$ cat config.mk
export PLATFORM = sky130hd
export DESIGN_NAME = fp16_addsub
export DESIGN_NICKNAME = d
export VERILOG_FILES = /design/src/rtl/fp16_pkg.sv /design/src/rtl/fp16_align.sv /design/src/rtl/fp16_norm.sv /design/src/rtl/fp16_round.sv /design/src/rtl/fp16_addsub.sv
export SDC_FILE = /design/constraint.sdc
export NUM_CORES = 1
export LEC_CHECK = 0
export ABC_AREA = 1
export ABC_CLOCK_PERIOD_IN_PS = 4200
export BUFFER_PORTS_ARGS = -buffer_cell sky130_fd_sc_hd__buf_4
export CORE_UTILIZATION = 53
export CTS_CLUSTER_SIZE = 14
export DETAILED_ROUTE_END_ITERATION = 7
export PLACE_DENSITY = 0.88
export SLEW_MARGIN = 20
export SYNTH_ARGS = -nofsm -noshare
export SYNTH_HDL_FRONTEND = slang
export SYNTH_SLANG_ARGS = --single-unit
$ cat constraint.sdc
create_clock -name clk -period 4.2 [get_ports clk]
set_input_delay 0.84 -clock clk [delete_from_list [all_inputs] [get_ports clk]]
set_output_delay 0.84 -clock clk [all_outputs]
set_load 0.01 [all_outputs]
$ cat src/rtl/fp16_pkg.sv
package fp16_pkg;
    localparam int EXP_W   = 5;
    localparam int FRAC_W  = 10;
    localparam int WORD_W  = 1 + EXP_W + FRAC_W;
    localparam int MAN_W   = FRAC_W + 1;          // with implied one
    localparam int EXT_W   = MAN_W + 3;           // plus guard, round, sticky
    localparam int SH_W    = $clog2(EXT_W);       // alignment shift amount width
    localparam int LZ_W    = $clog2(EXT_W) + 1;   // leading-zero count width
    localparam int EXP_TOP = (1 << EXP_W) - 1;    // reserved exponent code
    localparam int FAR_GAP = EXT_W - 1;           // distance where only sticky survives

    typedef struct packed {
        logic              sign;
        logic [EXP_W-1:0]  exp;
        logic [FRAC_W-1:0] frac;
    } fp_word_t;
endpackage

$ cat src/rtl/fp16_align.sv
module fp16_align
    import fp16_pkg::*;
#(
    parameter int W   = EXT_W,
    parameter int SHW = SH_W
) (
    input  logic [W-1:0]   din,
    input  logic [SHW-1:0] shamt,
    input  logic           far,
    output logic [W-1:0]   dout
);
    logic [W-1:0] stage_v [SHW+1];
    logic         stage_s [SHW+1];

    assign stage_v[0] = din;
    assign stage_s[0] = 1'b0;

    for (genvar k = 0; k < SHW; k++) begin : g_stage
        localparam int STEP = 1 << k;
        always_comb begin
            if (shamt[k]) begin
                stage_v[k+1] = stage_v[k] >> STEP;
                stage_s[k+1] = stage_s[k] | (|stage_v[k][STEP-1:0]);
            end else begin
                stage_v[k+1] = stage_v[k];
                stage_s[k+1] = stage_s[k];
            end
        end
    end

    always_comb begin
        if (far) begin
            dout = {{(W-1){1'b0}}, |din};
        end else begin
            dout = stage_v[SHW];
            dout[0] = stage_v[SHW][0] | stage_s[SHW];
        end
    end
endmodule

$ cat src/rtl/fp16_norm.sv
module fp16_norm
    import fp16_pkg::*;
#(
    parameter int W   = EXT_W,
    parameter int LZW = LZ_W
) (
    input  logic [W:0]     sum,
    output logic [W-1:0]   mant,
    output logic [LZW-1:0] lz,
    output logic           carry
);
    logic [W-1:0] body;
    logic [W-1:0] sh_v [LZW+1];

    assign body  = sum[W-1:0];
    assign carry = sum[W];

    always_comb begin
        lz = '0;
        for (int i = 0; i < W; i++) begin
            if (body[i]) lz = LZW'(W - 1 - i);
        end
    end

    assign sh_v[0] = body;
    for (genvar k = 0; k < LZW; k++) begin : g_shift
        assign sh_v[k+1] = lz[k] ? (sh_v[k] << (1 << k)) : sh_v[k];
    end

    always_comb begin
        if (carry) mant = {sum[W:2], sum[1] | sum[0]};
        else       mant = sh_v[LZW];
    end
endmodule

$ cat src/rtl/fp16_round.sv
module fp16_round
    import fp16_pkg::*;
#(
    parameter int W  = EXT_W,
    parameter int FW = FRAC_W
) (
    input  logic [W-1:0]  mant,
    output logic [FW-1:0] frac,
    output logic          carry
);
    logic       lsb, grd, rnd, stk, up;
    logic [W-3:0] rounded;

    assign lsb = mant[3];
    assign grd = mant[2];
    assign rnd = mant[1];
    assign stk = mant[0];
    assign up  = grd & (rnd | stk | lsb);

    assign rounded = {1'b0, mant[W-1:3]} + {{(W-3){1'b0}}, up};
    assign carry   = rounded[W-3];
    assign frac    = rounded[FW-1:0];
endmodule

$ cat src/rtl/fp16_addsub.sv
module fp16_addsub
    import fp16_pkg::*;
(
    input  logic              clk,
    input  logic              rst_n,
    input  logic              in_valid,
    input  logic [WORD_W-1:0] op_a,
    input  logic [WORD_W-1:0] op_b,
    input  logic              op_sub,
    output logic              out_valid,
    output logic [WORD_W-1:0] result
);
    localparam int XW = EXP_W + 2;   // signed exponent working width

    typedef struct packed {
        logic              v1;
        logic              sign1;
        logic [EXP_W-1:0]  exp1;
        logic [EXT_W:0]    sum1;
        logic              v2;
        logic [WORD_W-1:0] res2;
    } pipe_t;

    pipe_t st_d, st_q;

    function automatic fp_word_t sanitize(input logic [WORD_W-1:0] w);
        fp_word_t f;
        f = w;
        if (f.exp == '0) begin
            f.frac = '0;
        end else if (f.exp == EXP_W'(EXP_TOP)) begin
            f.exp  = EXP_W'(EXP_TOP - 1);
            f.frac = '1;
        end
        return f;
    endfunction

    // stage one signals
    fp_word_t         fa, fb, big, sml;
    logic             sgn_a, sgn_b, a_big, eff_sub, big_sign, far;
    logic [EXP_W-1:0] gap;
    logic [EXT_W-1:0] big_ext, sml_ext, sml_al;
    logic [EXT_W:0]   addend, raw_sum;

    always_comb begin
        fa       = sanitize(op_a);
        fb       = sanitize(op_b);
        sgn_a    = fa.sign;
        sgn_b    = fb.sign ^ op_sub;
        eff_sub  = sgn_a ^ sgn_b;
        a_big    = {fa.exp, fa.frac} >= {fb.exp, fb.frac};
        big      = a_big ? fa : fb;
        sml      = a_big ? fb : fa;
        big_sign = a_big ? sgn_a : sgn_b;
        gap      = big.exp - sml.exp;
        far      = gap >= EXP_W'(FAR_GAP);
        big_ext  = {|big.exp, big.frac, 3'b000};
        sml_ext  = {|sml.exp, sml.frac, 3'b000};
    end

    fp16_align #(.W(EXT_W), .SHW(SH_W)) u_align (
        .din   (sml_ext),
        .shamt (gap[SH_W-1:0]),
        .far   (far),
        .dout  (sml_al)
    );

    always_comb begin
        addend  = eff_sub ? ~{1'b0, sml_al} : {1'b0, sml_al};
        raw_sum = {1'b0, big_ext} + addend + {{EXT_W{1'b0}}, eff_sub};
    end

    // stage two signals
    logic [EXT_W-1:0]  n_mant;
    logic [LZ_W-1:0]   n_lz;
    logic              n_carry, r_carry;
    logic [FRAC_W-1:0] r_frac;
    logic signed [XW-1:0] e_fin;

    fp16_norm #(.W(EXT_W), .LZW(LZ_W)) u_norm (
        .sum   (st_q.sum1),
        .mant  (n_mant),
        .lz    (n_lz),
        .carry (n_carry)
    );

    fp16_round #(.W(EXT_W), .FW(FRAC_W)) u_round (
        .mant  (n_mant),
        .frac  (r_frac),
        .carry (r_carry)
    );

    always_comb begin
        st_d = st_q;
        // stage one capture
        st_d.v1    = in_valid;
        st_d.sign1 = big_sign;
        st_d.exp1  = big.exp;
        st_d.sum1  = raw_sum;
        // stage two: exponent adjust, range handling, packing
        e_fin = $signed({2'b00, st_q.exp1})
              + (n_carry ? XW'(1) : -$signed({{(XW-LZ_W){1'b0}}, n_lz}))
              + XW'(r_carry);
        st_d.v2 = st_q.v1;
        if (st_q.sum1 == '0 || e_fin <= 0) begin
            st_d.res2 = '0;
        end else if (e_fin >= XW'(EXP_TOP)) begin
            st_d.res2 = {st_q.sign1, EXP_W'(EXP_TOP - 1), {FRAC_W{1'b1}}};
        end else begin
            st_d.res2 = {st_q.sign1, e_fin[EXP_W-1:0], r_frac};
        end
    end

    always_ff @(posedge clk or negedge rst_n) begin
        if (!rst_n) st_q <= '0;
        else        st_q <= st_d;
    end

    assign out_valid = st_q.v2;
    assign result    = st_q.res2;
endmodule

==> results.py, run 1 <==
metrics = {
    "run_status": {
        "status": "did not finish",
        "failed_stage": "5_1_grt",
        "error": "[ERROR GRT-0116] Global routing finished with congestion. Check the congestion regions in the DRC Viewer.",
    },
    "synth": {
        "yosysWarnings": 0,
        "post_synth_design_cell_area_um2": 5220,
        "number_of_enable_flip_flop_cells_after_synthesis": 0,
        "synth_cells": 847,
        "synth_largest_type_area_fraction_pct": 18.7,
        "synth.net_count": 919,
        "synth_top_area_cell": "sky130_fd_sc_hd__dfrtp_1",
        "synth.yosys.seq_area_share_pct": 18.7,
        "synth_area_per_cell_um2": 6.16,
        "synth-main-ff-cell": "sky130_fd_sc_hd__dfrtp_1",
        "distinct_cell_type_count_after_synthesis": 48,
        "total_of_flip_flops_plus_latches_after_synthesis": 39,
        "synth_async_sr_flop_share_pct": 100,
        "yosys-top-cells-area": "sky130_fd_sc_hd__dfrtp_1 19%, sky130_fd_sc_hd__nand2_1 18%, sky130_fd_sc_hd__ha_1 8.1%",
    },
    "global_routing": {
        "grt_start_max_net_pins": 40,
        "grt_pass1_vias": 9470,
        "grt_overflow": 6,
        "grt_use_total_pct": 74.2,
        "grt_pass1_wl_um": 55400,
    },
    "floorplanning": {
        "effective_utilization_at_floorplan_pct": 55.7,
        "number_of_rows_created_at_floorplan": 35,
        "ioPinCount": 53,
        "die-width_um": 101,
        "chipHeight_um": 101,
    },
    "placed_design": {
        "half_perimeter_wire_length_after_placement_um": 13000,
        "placement.setup.worst_slack_ns": -1.42,
        "gp_congestion": 1.00,
        "io_buffers": 52,
    },
    "cts": {
        "cts_max_path_buffers": 2,
        "clock-root-buffer": "sky130_fd_sc_hd__clkbuf_8",
        "clkSinkCount": 39,
        "htree_levels": 2,
        "tritoncts.num_buffers": 5,
    },
}
## per-layer routing
metal	global-route usage, %	GRT overflow
met1	72.2	0
met2	90.0	1
met3	62.7	0
met4	73.1	5
met5	37.0	0
## synth_stat cells, types with 3 or more instances
cell	count
sky130_fd_sc_hd__nand2_1	246
sky130_fd_sc_hd__inv_1	98
sky130_fd_sc_hd__o21ai_0	84
sky130_fd_sc_hd__nand3_1	65
sky130_fd_sc_hd__nor2_1	64
sky130_fd_sc_hd__dfrtp_1	39
sky130_fd_sc_hd__ha_1	34
sky130_fd_sc_hd__a21oi_1	30
sky130_fd_sc_hd__xor2_1	23
sky130_fd_sc_hd__buf_4	17
sky130_fd_sc_hd__nand2_2	15
sky130_fd_sc_hd__nor3_1	13
sky130_fd_sc_hd__clkbuf_1	12
sky130_fd_sc_hd__inv_2	8
sky130_fd_sc_hd__nand4_1	8
sky130_fd_sc_hd__nand2_4	7
sky130_fd_sc_hd__o211ai_1	7
sky130_fd_sc_hd__buf_6	6
sky130_fd_sc_hd__nor2_2	6
sky130_fd_sc_hd__o21ai_1	5
sky130_fd_sc_hd__o21ai_2	5
sky130_fd_sc_hd__o21bai_1	5
sky130_fd_sc_hd__a31oi_1	4
sky130_fd_sc_hd__buf_2	4
sky130_fd_sc_hd__nand3_2	4
sky130_fd_sc_hd__nor2_4	3
sky130_fd_sc_hd__nor4_1	3
## cells by family after synthesis
logic type,Yosys count,synth area share [%]
AO/OA/AOI/OAI,155,16.7
XOR/XNOR,27,4.82
adder cells (fa/ha/maj),36,8.92
buffers and inverters,148,12.8
flip-flops,39,18.7
AND/OR/NAND/NOR,442,38.1
## through the flow
stage | std cells | cell area (µm²)
4_1_cts | 1212 | 7970
3_5_place_dp | 1157 | 6880
2_1_floorplan | 847 | 5340
3_3_place_gp | 1157 | 6880
## repair_timing
action / 4_1_cts
pin swaps: 79
resized for setup: 175
buffers inserted: 43
setup endpoints to repair: 31
endpoints found under the hold margin: 0
cloned: 4
hold buffers: 0
==> run 2, diff against run 1 <==
--- a/config.mk
+++ b/config.mk
@@ -6,12 +6,11 @@
 export NUM_CORES = 1
 export LEC_CHECK = 0
 export ABC_AREA = 1
-export ABC_CLOCK_PERIOD_IN_PS = 4200
+export ABC_CLOCK_PERIOD_IN_PS = 5500
 export BUFFER_PORTS_ARGS = -buffer_cell sky130_fd_sc_hd__buf_4
-export CORE_UTILIZATION = 53
-export CTS_CLUSTER_SIZE = 14
+export CORE_UTILIZATION = 38
 export DETAILED_ROUTE_END_ITERATION = 7
-export PLACE_DENSITY = 0.88
+export PLACE_DENSITY_LB_ADDON = 0.15
 export SLEW_MARGIN = 20
 export SYNTH_ARGS = -nofsm -noshare
 export SYNTH_HDL_FRONTEND = slang
==> constraint.sdc (replaced) <==
create_clock -name clk -period 5.5 [get_ports clk]
set_input_delay 1.1 -clock clk [delete_from_list [all_inputs] [get_ports clk]]
set_output_delay 1.1 -clock clk [all_outputs]
set_load 0.01 [all_outputs]
==> results.py, run 2 <==
metrics = {
    "synth": {
        "synth_async_sr_flop_share_pct": 100,
        "ys_top_cells_by_count": "246 x sky130_fd_sc_hd__nand2_1, 98 x sky130_fd_sc_hd__inv_1, 84 x sky130_fd_sc_hd__o21ai_0",
        "number_of_enable_flip_flop_cells_after_synthesis": 0,
        "synth.yosys.seq_area_share_pct": 18.7,
        "total_of_flip_flops_plus_latches_after_synthesis": 39,
        "synth-main-ff-cell": "sky130_fd_sc_hd__dfrtp_1",
        "synth_largest_type_area_fraction_pct": 18.7,
        "synth_most_common_cell": "sky130_fd_sc_hd__nand2_1",
        "yosysWarnings": 0,
        "synth_cells": 847,
        "yosys-top-cells-area": "sky130_fd_sc_hd__dfrtp_1 19%, sky130_fd_sc_hd__nand2_1 18%, sky130_fd_sc_hd__ha_1 8.1%",
        "post_synth_design_cell_area_um2": 5220,
        "synth.net_count": 919,
        "distinct_cell_type_count_after_synthesis": 48,
        "synth_top_area_cell": "sky130_fd_sc_hd__dfrtp_1",
        "synth_area_per_cell_um2": 6.16,
    },
    "hold_path": {
        "hold_path_startpoint": "st_d[16]",
        "hold_path_class": "register to register",
        "holdPathStages": 0,
    },
    "timing": {
        "finalSetupViolCount": 0,
        "timing.slew.headroom_pct": 66.3,
        "timing.final.hold_violations": 0,
        "time_the_worst_path_needs_with_i_o_delays_and_setup_ns": 5.38,
        "timing_worst_slew_pin_value_ns": 0.504,
        "fraction_of_the_cycle_the_final_worst_path_needs_pct": 97.8,
        "clock_skew_ns": 0.00742,
        "timing.fmax_ghz": 0.186,
        "timing_max_transition_violations_final": 0,
        "grt_setup_unrepaired": "yes",
    },
    "global_routing": {
        "grt_overflow": 0,
        "grt_use_total_pct": 21.0,
        "grt_pass1_wl_um": 24500,
        "use_met2_pct": 38.5,
        "globalRouteMet3Util_pct": 1.58,
        "groute.layer.met1.usage_pct": 26.2,
        "globalRoute.busiestLayer": "met2",
        "antenna_found_initial": 0,
        "grt_start_max_net_pins": 40,
        "grt_pass1_vias": 5347,
    },
    "drt": {
        "routed_wl_um": 15200,
        "firstDrtPassIters": 4,
        "routed-via-count": 5849,
        "drt_iter0_drc": 221,
        "drt-vias-per-instance": 4.93,
        "detail_route.wl_per_cell_um": 12.9,
        "drcViolationCount": 0,
        "ant_nets": 0,
    },
    "power_and_ir_drop": {
        "fin_total_pwr_w": 0.00351,
        "irDropWorstVdd_uv": 253,
        "static-leakage-power_nw": 3.79,
        "pwr_density_cell_nw_per_um2": 480,
    },
    "critical_path": {
        "critPathMaxFanout": 12,
        "first_element_of_the_critical_path": "op_a[10]",
        "cp.depth": 39,
        "worst-endpoint-required_ns": 5.68,
        "critPathArrivalTime_ns": 5.56,
        "crit_path_max_incr_delay_ns": 0.34,
        "worst-r2r-cell-count": 31,
        "critPathMostFrequentCell": "sky130_fd_sc_hd__nand2_2",
        "worstReg2RegStart": "st_q[17]",
        "worst-setup-path-type": "primary input to register",
        "cp_num_buf_inv": 6,
        "largest_delay_contributor_family_on_the_critical_path": "simple AND/OR/NAND/NOR gates",
        "worst_setup_path_end_kind": "register",
        "slowest_stage": "sky130_fd_sc_hd__a2111oi_4",
        "critical_path.startpoint_type": "primary input",
    },
    "floorplanning": {
        "ioPinCount": 53,
        "number_of_rows_created_at_floorplan": 42,
        "effective_utilization_at_floorplan_pct": 39.3,
        "chipHeight_um": 119,
        "total_core_area_um2": 13300,
        "dieArea_um2": 14200,
        "die-width_um": 119,
    },
    "cells_and_area": {
        "final_cell_mix": "228 x sky130_fd_sc_hd__nand2_1, 181 x sky130_fd_sc_hd__buf_4, 91 x sky130_fd_sc_hd__inv_1",
        "area_delta_synth_final_pct": 40.1,
        "largest_register_ff_count": 21,
        "top_reg_by_flops": "st_q",
        "mostFrequentLayoutCell": "sky130_fd_sc_hd__nand2_1",
        "design_area_um2": 7320,
        "fill_cells": 1367,
        "num_antenna_cells": 0,
        "share_of_layout_cells_above_drive_strength_1_pct": 32.6,
        "num-nets-final": 1081,
    },
    "cts": {
        "cts_hold_buffers": 0,
        "cts_max_path_buffers": 2,
        "htree_levels": 2,
        "cts.clk_slew.worst_paths_ns": 0.06,
        "tritoncts.num_buffers": 5,
        "clkSinkCount": 39,
        "tritoncts": "built",
        "worst_skew_pair.late_latency_ns": 0.29,
        "clock-root-buffer": "sky130_fd_sc_hd__clkbuf_16",
    },
    "placed_design": {
        "gp_congestion": 0.949,
        "half_perimeter_wire_length_after_placement_um": 12100,
        "placed_area_um2": 6540,
        "io_buffers": 52,
    },
    "job": {
        "max_cap_viol_count": 0,
    },
    "run_status": {
        "status": "completed",
    },
}
-- run 2: through the flow --
step                      hold slack, ns  TNS (ns)  util (%)  setup WS [ns]  instances
after floorplan                    0.331         0         -         0.0362        847
after global placement             0.332     -2.14      49.2         -0.385       1157
after detailed placement           0.343     -2.29      49.2         -0.341       1157
after CTS                          0.364         0      50.4         0.0779       1165
after global routing               0.377    -0.666      55.0         -0.180       1186
final                              0.362         0      55.0          0.119       1186
-- run 2: kinds of logic (layout without fill, tap and decap cells) --
family | Yosys count | in the layout | share of synthesized area, %
xor gates and xnor gates | 27 | 27 | 4.82
and+or+nand+nor | 442 | 442 | 38.1
DFF | 39 | 39 | 18.7
AOI/OAI and AO/OA | 155 | 155 | 16.7
buffers and inverters | 148 | 311 | 12.8
adders and majority gates | 36 | 36 | 8.92
-- run 2: worst register-to-register path, delay by kind of cell, from the launching register on --
family          cells  cell delay (ns)
buf+inv             4             0.54
fa+ha+maj           2             0.84
xor+xnor            1             0.21
simple gates       14             1.30
compound gates     10             1.55
flops               1             0.44
-- run 2: timing repair --
action / in CTS / in global routing
gates cloned: 0 / 2
setup buffers: 0 / 19
endpoints found under the hold margin: 0 / 0
endpoints found under the setup margin: 2 / 24
resized for setup: 4 / 130
pin swaps: 0 / 55
-- run 2: final timing paths --
kind	end	slack [ns]
min in group asynchronous	st_q[33]	0.78
worst min register to register	out_valid	0.36
worst max-delay path	st_q[31]	0.12
worst min-delay path	out_valid	0.36
worst max register to register	result[8]	0.58
max in group asynchronous	st_q[19]	4.39
-- run 2: final cells by class --
type                    instances  area (µm²)  area share [%]
clock buffers                   5         125            1.71
clock inverters                 3        20.0           0.274
inverters                     108         418            5.71
multi-input cells             660        3960            54.1
flip-flops and latches         39         976            13.3
well taps                     176         220            3.01
repair buffers                195        1600            21.8
-- run 2: routing by layer --
layer,share of wire (%),wire [µm],vias up
met4,1.7,262,0
met3,2.5,380,22
met2,50,7680,102
met1,45,6920,2646
li1,-,-,3079
met5,0,0,-
-- run 2: power breakdown --
| group | internal (W) | switching [W] |
|---|---|---|
| clock | 0.000167 | 0.000117 |
| combinational | 0.00111 | 0.00160 |
| sequential | 0.000430 | 0.0000845 |
| total | 0.00171 | 0.00180 |
No activity file was read; power rests on OpenSTA's default activity.
